`src/rtl/flash_mon_pkg.sv`:
```
package flash_mon_pkg;

   localparam logic [7:0] OP_WREN = 8'h06;
   localparam logic [7:0] OP_RDSR = 8'h05;
   localparam logic [7:0] OP_READ = 8'h03;
   localparam logic [7:0] OP_FAST = 8'h0B;
   localparam logic [7:0] OP_DUAL = 8'hBB;
   localparam logic [7:0] OP_PROG = 8'h02;
   localparam logic [7:0] OP_SERA = 8'h20;
   localparam logic [7:0] OP_IDRD = 8'h9F;
   localparam logic [7:0] OP_IDSL = 8'h90;

   localparam int WARN_W     = 3;
   localparam int WB_UNKNOWN = 0;
   localparam int WB_TRUNC   = 1;
   localparam int WB_ALIGN   = 2;

   localparam int STAGE_W = 3;

   // Per-opcode byte sequence profile
   typedef struct packed {
      logic               known;
      logic               has_addr;
      logic               dual;
      logic               is_erase;
      logic               cnt_en;
      logic [STAGE_W-1:0] data_start; // bytes seen before the first counted byte
      logic [1:0]         step;       // logical bytes per counted raw byte
   } cmd_prof_t;

   // Rebuild one byte from a nibble of even bits and a nibble of odd bits
   function automatic logic [7:0] interleave(input logic [3:0] even, input logic [3:0] odd);
      logic [7:0] r;
      for (int k = 0; k < 4; k++) begin
         r[2*k]   = even[k];
         r[2*k+1] = odd[k];
      end
      return r;
   endfunction

endpackage

```
`src/rtl/fmon_cmd_class.sv`:
```
module fmon_cmd_class
   import flash_mon_pkg::*;
(
   input  logic [7:0] opcode,
   output cmd_prof_t  prof
);

   always_comb begin
      prof = '0;
      unique case (opcode)
         OP_READ, OP_PROG: begin
            prof.known = 1'b1; prof.has_addr = 1'b1; prof.cnt_en = 1'b1;
            prof.data_start = 3'd4; prof.step = 2'd1;
         end
         OP_FAST: begin
            prof.known = 1'b1; prof.has_addr = 1'b1; prof.cnt_en = 1'b1;
            prof.data_start = 3'd5; prof.step = 2'd1;
         end
         OP_DUAL: begin
            prof.known = 1'b1; prof.has_addr = 1'b1; prof.dual = 1'b1;
            prof.cnt_en = 1'b1; prof.data_start = 3'd3; prof.step = 2'd2;
         end
         OP_SERA: begin
            prof.known = 1'b1; prof.has_addr = 1'b1; prof.is_erase = 1'b1;
         end
         OP_RDSR, OP_IDRD, OP_WREN: begin
            prof.known = 1'b1; prof.cnt_en = 1'b1;
            prof.data_start = 3'd1; prof.step = 2'd1;
         end
         OP_IDSL: begin
            prof.known = 1'b1; prof.cnt_en = 1'b1;
            prof.data_start = 3'd4; prof.step = 2'd1;
         end
         default: prof = '0;
      endcase
   end

endmodule

```
`src/rtl/fmon_txn_tracker.sv`:
```
module fmon_txn_tracker
   import flash_mon_pkg::*;
#(
   parameter int COUNT_W      = 16,
   parameter int ADDR_W       = 24,
   parameter int ALIGN_BITS   = 12,
   parameter bit CNT_SATURATE = 1'b1
) (
   input  logic               clk,
   input  logic               rst_n,
   input  logic               byte_valid,
   input  logic [7:0]         byte_mosi,
   input  logic [7:0]         byte_miso,
   input  logic               cs_release,
   output logic               done,
   output logic [7:0]         out_op,
   output logic [ADDR_W-1:0]  out_addr,
   output logic               out_addr_valid,
   output logic [COUNT_W-1:0] out_count,
   output logic [WARN_W-1:0]  out_warn
);

   localparam logic [STAGE_W-1:0] STAGE_MAX = '1;
   localparam logic [COUNT_W-1:0] CNT_MAX   = '1;

   if (COUNT_W < 4) begin : g_bad_count
      $error("COUNT_W too small");
   end
   if (ADDR_W != 24) begin : g_bad_addr
      $error("ADDR_W must be 24 (three address bytes)");
   end
   if (ALIGN_BITS < 1 || ALIGN_BITS >= ADDR_W) begin : g_bad_align
      $error("ALIGN_BITS out of range");
   end

   cmd_prof_t          prof_new, prof_q, n_prof;
   logic [STAGE_W-1:0] stage_q, n_stage;
   logic [7:0]         op_q, n_op;
   logic [ADDR_W-1:0]  addr_q, n_addr;
   logic               done_q, n_done;
   logic [COUNT_W-1:0] count_q, n_count, cnt_sum;
   logic [7:0]         dual_hi, dual_lo;

   fmon_cmd_class u_class (
      .opcode (byte_mosi),
      .prof   (prof_new)
   );

   assign dual_hi = interleave(byte_mosi[7:4], byte_miso[7:4]);
   assign dual_lo = interleave(byte_mosi[3:0], byte_miso[3:0]);

   // Count adder: saturating or wrapping, chosen at elaboration
   if (CNT_SATURATE) begin : g_sat
      logic [COUNT_W:0] wide;
      assign wide    = {1'b0, count_q} + {{(COUNT_W-1){1'b0}}, prof_q.step};
      assign cnt_sum = wide[COUNT_W] ? CNT_MAX : wide[COUNT_W-1:0];
   end else begin : g_wrap
      assign cnt_sum = count_q + {{(COUNT_W-2){1'b0}}, prof_q.step};
   end

   always_comb begin
      n_prof  = prof_q;
      n_stage = stage_q;
      n_op    = op_q;
      n_addr  = addr_q;
      n_done  = done_q;
      n_count = count_q;
      if (byte_valid) begin
         if (stage_q == '0) begin
            n_op    = byte_mosi;
            n_prof  = prof_new;
            n_stage = 3'd1;
            n_addr  = '0;
            n_done  = 1'b0;
            n_count = '0;
         end else begin
            if (stage_q != STAGE_MAX) n_stage = stage_q + 3'd1;
            if (prof_q.known) begin
               if (prof_q.has_addr && !done_q) begin
                  if (prof_q.dual) begin
                     if (stage_q == 3'd1) begin
                        n_addr = {addr_q[7:0], dual_hi, dual_lo};
                     end else begin
                        n_addr = {addr_q[15:0], dual_hi};
                        n_done = 1'b1;
                     end
                  end else begin
                     n_addr = {addr_q[15:0], byte_mosi};
                     if (stage_q == 3'd3) n_done = 1'b1;
                  end
               end
               if (prof_q.cnt_en && stage_q >= prof_q.data_start) n_count = cnt_sum;
            end
         end
      end
   end

   always_ff @(posedge clk or negedge rst_n) begin
      if (!rst_n) begin
         prof_q  <= '0;
         stage_q <= '0;
         op_q    <= '0;
         addr_q  <= '0;
         done_q  <= 1'b0;
         count_q <= '0;
      end else if (cs_release) begin
         prof_q  <= '0;
         stage_q <= '0;
         op_q    <= '0;
         addr_q  <= '0;
         done_q  <= 1'b0;
         count_q <= '0;
      end else begin
         prof_q  <= n_prof;
         stage_q <= n_stage;
         op_q    <= n_op;
         addr_q  <= n_addr;
         done_q  <= n_done;
         count_q <= n_count;
      end
   end

   // Record built from the next-state view so a byte on the release cycle counts
   assign done           = cs_release && (n_stage != '0);
   assign out_op         = n_op;
   assign out_addr_valid = n_done;
   assign out_addr       = n_done ? n_addr : '0;
   assign out_count      = n_count;
   assign out_warn[WB_UNKNOWN] = !n_prof.known;
   assign out_warn[WB_TRUNC]   = n_prof.known && n_prof.has_addr && !n_done;
   assign out_warn[WB_ALIGN]   = n_prof.is_erase && n_done && (|n_addr[ALIGN_BITS-1:0]);

   // within a transaction the data count never moves backwards
   p_count_mono_r3: assert property (@(posedge clk) disable iff (!rst_n)
      !cs_release |=> count_q >= $past(count_q));

   // once the address is complete it no longer changes
   p_addr_frozen_r2: assert property (@(posedge clk) disable iff (!rst_n)
      (done_q && !cs_release) |=> $stable(addr_q));

   // an unrecognised opcode never completes an address or counts data
   p_unknown_inert_r8: assert property (@(posedge clk) disable iff (!rst_n)
      (stage_q != '0 && !prof_q.known) |-> (!done_q && count_q == '0));

endmodule

```
`src/rtl/fmon_rec_port.sv`:
```
module fmon_rec_port #(
   parameter int REC_W = 60
) (
   input  logic             clk,
   input  logic             rst_n,
   input  logic             push,
   input  logic [REC_W-1:0] push_data,
   input  logic             ready,
   output logic             valid,
   output logic [REC_W-1:0] data,
   output logic             overflow
);

   if (REC_W < 8) begin : g_bad_w
      $error("REC_W too small");
   end

   always_ff @(posedge clk or negedge rst_n) begin
      if (!rst_n) begin
         valid    <= 1'b0;
         data     <= '0;
         overflow <= 1'b0;
      end else if (push) begin
         valid    <= 1'b1;
         data     <= push_data;
         overflow <= valid && !ready;
      end else if (valid && ready) begin
         valid    <= 1'b0;
      end
   end

   // a stalled record stays unchanged
   p_hold_r10: assert property (@(posedge clk) disable iff (!rst_n)
      (valid && !ready && !push) |=> (valid && $stable(data)));

   // replacing a stalled record marks overflow
   p_no_overflow_r10: assert property (@(posedge clk) disable iff (!rst_n)
      (push && valid && !ready) |=> overflow);

endmodule

```
`src/rtl/flash_txn_monitor.sv`:
```
module flash_txn_monitor
   import flash_mon_pkg::*;
#(
   parameter int COUNT_W      = 16,
   parameter int ALIGN_BITS   = 12,
   parameter bit CNT_SATURATE = 1'b1
) (
   input  logic               clk,
   input  logic               rst_n,
   input  logic               byte_valid,
   input  logic [7:0]         byte_mosi,
   input  logic [7:0]         byte_miso,
   input  logic               cs_release,
   input  logic               rec_ready,
   output logic               rec_valid,
   output logic [7:0]         rec_opcode,
   output logic [23:0]        rec_addr,
   output logic               rec_addr_valid,
   output logic [COUNT_W-1:0] rec_count,
   output logic [2:0]         rec_warn,
   output logic               rec_overflow
);

   localparam int ADDR_W = 24;
   localparam int REC_W  = 8 + ADDR_W + 1 + COUNT_W + WARN_W;

   logic               t_done, t_av;
   logic [7:0]         t_op;
   logic [ADDR_W-1:0]  t_addr;
   logic [COUNT_W-1:0] t_count;
   logic [WARN_W-1:0]  t_warn;
   logic [REC_W-1:0]   rec_in, rec_out;

   fmon_txn_tracker #(
      .COUNT_W      (COUNT_W),
      .ADDR_W       (ADDR_W),
      .ALIGN_BITS   (ALIGN_BITS),
      .CNT_SATURATE (CNT_SATURATE)
   ) u_track (
      .clk            (clk),
      .rst_n          (rst_n),
      .byte_valid     (byte_valid),
      .byte_mosi      (byte_mosi),
      .byte_miso      (byte_miso),
      .cs_release     (cs_release),
      .done           (t_done),
      .out_op         (t_op),
      .out_addr       (t_addr),
      .out_addr_valid (t_av),
      .out_count      (t_count),
      .out_warn       (t_warn)
   );

   assign rec_in = {t_op, t_addr, t_av, t_count, t_warn};

   fmon_rec_port #(.REC_W(REC_W)) u_port (
      .clk       (clk),
      .rst_n     (rst_n),
      .push      (t_done),
      .push_data (rec_in),
      .ready     (rec_ready),
      .valid     (rec_valid),
      .data      (rec_out),
      .overflow  (rec_overflow)
   );

   assign {rec_opcode, rec_addr, rec_addr_valid, rec_count, rec_warn} = rec_out;

   // a new record only appears after a chip-select release
   p_rec_after_release_r1: assert property (@(posedge clk) disable iff (!rst_n)
      $rose(rec_valid) |-> $past(cs_release));

   // an incomplete address is never reported as valid
   p_trunc_no_addr_r9: assert property (@(posedge clk) disable iff (!rst_n)
      rec_valid |-> !(rec_warn[1] && rec_addr_valid));

endmodule

```
`config.mk`:
```
export PLATFORM = sky130hd
export DESIGN_NAME = flash_txn_monitor
export DESIGN_NICKNAME = d
export VERILOG_FILES = /design/src/rtl/flash_mon_pkg.sv /design/src/rtl/fmon_cmd_class.sv /design/src/rtl/fmon_txn_tracker.sv /design/src/rtl/fmon_rec_port.sv /design/src/rtl/flash_txn_monitor.sv
export SDC_FILE = /design/constraint.sdc
export NUM_CORES = 1
export LEC_CHECK = 0
export ABC_CLOCK_PERIOD_IN_PS = 3000
export BUFFER_PORTS_ARGS = -buffer_cell sky130_fd_sc_hd__buf_2
export CELL_PAD_IN_SITES_DETAIL_PLACEMENT = 1
export CELL_PAD_IN_SITES_GLOBAL_PLACEMENT = 1
export CORE_ASPECT_RATIO = 0.6
export CORE_UTILIZATION = 40
export CTS_CLUSTER_DIAMETER = 80
export DETAILED_ROUTE_END_ITERATION = 8
export PLACE_DENSITY_LB_ADDON = 0.1
export REMOVE_ABC_BUFFERS = 1
export SKIP_CTS_REPAIR_TIMING = 1
export SLEW_MARGIN = 20
export SYNTH_ARGS = -nofsm -noshare
export SYNTH_HDL_FRONTEND = slang
export SYNTH_SLANG_ARGS = --single-unit
```
`constraint.sdc`:
```
create_clock -name clk -period 3 [get_ports clk]
set_clock_uncertainty 0.2 [all_clocks]
set_input_delay 0.15 -clock clk [delete_from_list [all_inputs] [get_ports clk]]
set_output_delay 0.15 -clock clk [all_outputs]
set_load 0.02 [all_outputs]
```
==> results.json <==
{
  "firstDrtPassIters": 4,
  "drc": 0,
  "grt_setup_unrepaired": "yes",
  "ir_worst_vdd_v": 0.000368,
  "nNetsFinal": 729,
  "synth-seq-cells": 115,
  "power.density_nw_per_um2": 604,
  "synth_fa_ha_area_share_pct": 2.09,
  "dieArea_um2": 14800,
  "postPlaceCellArea_um2": 6310,
  "timing.fmax_ghz": 0.351,
  "crit_arrival_ns": 2.99,
  "numClockSinks": 115,
  "dp.cells": 870,
  "ios": 75,
  "hold_viol": 1,
  "grt.total_usage_pct": 25.5,
  "final_area_um2": 6990,
  "violations": "negative hold slack",
  "avgSynthCellArea_um2": 9.16,
  "seq_area_frac_synth_pct": 50.2,
  "ys.flop_type": "dfrtp_1",
  "synthMuxAreaShare_pct": 4.60,
  "viasPerCell": 5.49,
  "clk_latency_ns": 0.41,
  "ant_nets": 0,
  "grt_max_degree": 49,
  "layout.cells.most_common": "dfrtp_1",
  "status": "finished, violations left",
  "clk_path_buf_depth": 2,
  "finalSetupTns_ns": 0,
  "root_buffer": "clkbuf_16",
  "cap_violations": 0,
  "core_area_um2": 13800,
  "cts_max_level": 4,
  "worstSetupStartpointType": "register",
  "syn_to_final_growth_pct": 21.9,
  "hpwl_mm": 12.4,
  "hp-class": "input port to register",
  "die_y_um": 94.8,
  "p_total_mw": 4.22,
  "whs_ns": -0.0174,
  "slew_headroom_pct": 51.5,
  "synthSimpleGateAreaFrac_pct": 20.3,
  "layout-drive-gt1-share_pct": 19.4,
  "diodes": 0,
  "start_util_pct": 41.5,
  "async_flop_share_pct": 100,
  "clkTransAtPathRegs_ns": 0.06,
  "grt_remaining_overflow": 0,
  "synth_edf_count": 0,
  "rows": 33,
  "fin_crit_sh_pct": 95.0,
  "n_fill_cell": 1616,
  "numCtsBuffers": 17,
  "grt_pass1_wl_mm": 28.6,
  "slew_viol_final": 0,
  "leakagePower_nw": 3.22,
  "drtIter0Drc": 320,
  "synth_compound_area_share_pct": 18.1,
  "fin_cells": 904,
  "grt_pass1_vias": 5099,
  "path_max_fanout": 7,
  "wl_mm": 17.6,
  "path_class": "register to register",
  "end_kind": "register",
  "antenna_found_initial": 0,
  "fp.dieW_um": 157,
  "cts_tree": "done",
  "final_cell_mix": "115 x dfrtp_1, 91 x nand2_1, 79 x nor2_1",
  "wire_per_inst_um": 19.5,
  "ys_warn_count": 0,
  "syn-cell-area_um2": 5740,
  "cp.required_ns": 3.14,
  "place.gp.congestion": 0.925,
  "setup_viol": 0,
  "port_buffers": 74,
  "netlist_instances": 626,
  "synth_top_family_by_area": "simple AND/OR/NAND/NOR gates",
  "synth_xor_area_share_pct": 0.153,
  "ys_types": 60,
  "dr_total_vias": 4961,
  "post-route-min-period_ns": 2.85,
  "worst_slew_pin_slew_ns": 0.720
}
==> critical path: stages (launching register included) <==
cell     delay, ns
dfrtp_1       0.35
ha_1          0.18
inv_1         0.07
fa_1          0.48
and3b_2       0.31
nand3_2       0.14
or2_1         0.39
and2_1        0.22
a31oi_1       0.25
a22o_1        0.17
==> area by class of cell <==
type	instances	area, um2	share of cell area, %
sequential	115	2880	41.2
multi-input combinational	455	2610	37.3
clock inverter	12	205	2.93
clock buffer	20	447	6.39
inverter	13	48.8	0.698
timing repair buffer	97	563	8.05
tap	192	240	3.44
==> where the power goes <==
group	leakage, nW	switching [mW]	total (mW)	internal, mW
Combinational	1.33	0.257	0.359	0.101
Clock	0.310	0.749	2.25	1.50
Sequential	1.59	0.0271	1.62	1.59
Total	3.22	1.03	4.22	3.19
==> through the flow <==
step,utilization (%),setup slack [ns]
floorplan,-,-1.30
finish,50.6,0.150
global route,50.6,-0.0311
global placement,45.6,0.238
CTS,50.3,0.116
detailed placement,45.6,0.149
==> registers in the layout, indices dropped and copies added, names as in the netlist <==
| register | cells |
|---|---|
| u_port.valid | 1 |
| u_track.done_q | 1 |
| u_port.data | 52 |
| u_port.overflow | 1 |
| u_track.stage_q | 3 |
| u_track.prof_q | 9 |
| u_track.count_q | 16 |
| u_track.addr_q | 24 |
| u_track.op_q | 8 |
==> cells by family (layout without fill, tap and decap cells) <==
kind of cell | Yosys count | after routing
and+or+nand+nor | 254 | 254
AOI/OAI and AO/OA | 165 | 165
muxes | 26 | 26
adders and majority gates | 9 | 9
buffers and inverters | 56 | 142
DFF | 115 | 115
xor gates and xnor gates | 1 | 1
==> cell usage after synthesis, types with 3 or more instances <==
cell      number  area [um2]
nor2b_1        4        25.0
buf_2         16        80.1
a21o_1         3        22.5
or2_2          3        18.8
nor2_1        79         297
a22o_1         3        26.3
o21ai_1        3        15.0
nand2b_1       8        50.1
a31oi_1        3        18.8
a211oi_1       6        45.0
inv_1         13        48.8
clkbuf_1      19        71.3
dfrtp_1      115        2880
a22oi_1        3        22.5
nor4_1         5        31.3
mux2i_1       23         230
ha_1           8         100
nand4_1        3        18.8
or2_1          3        18.8
nand2_1       91         342
and2_1         8        50.1
nand3_1       19        95.1
o31ai_1       29         218
buf_4          5        37.5
nor3_1        13        65.1
mux2_2         3        33.8
a21oi_1       59         295
o21ai_0       33         165
o21a_1         4        30.0
==> per-layer routing <==
metal	part of all wire, %	up-vias	GRT usage (%)	routed length [um]
met5	0	-	0	0
met4	0.66	0	5.80	116
met3	5.7	12	4.59	1000
met2	42	114	36.6	7410
met1	52	2484	39.3	9080
li1	-	2351	-	-
==> worst paths after layout <==
kind	startpoint	endpoint	slack, ns	cells after the start
max	u_track.count_q[0]	u_port.data[7]	0.15	9
min	byte_mosi[3]	u_track.op_q[3]	-0.02	3
max reg2reg	u_track.count_q[0]	u_port.data[7]	0.15	9
min reg2reg	u_port.data[38]	u_port.data[38]	0.27	2
max in group asynchronous	rst_n	u_track.addr_q[9]	1.76	3
min in group asynchronous	rst_n	u_track.prof_q[5]	0.11	2
Power figures use the tool's default switching activity.
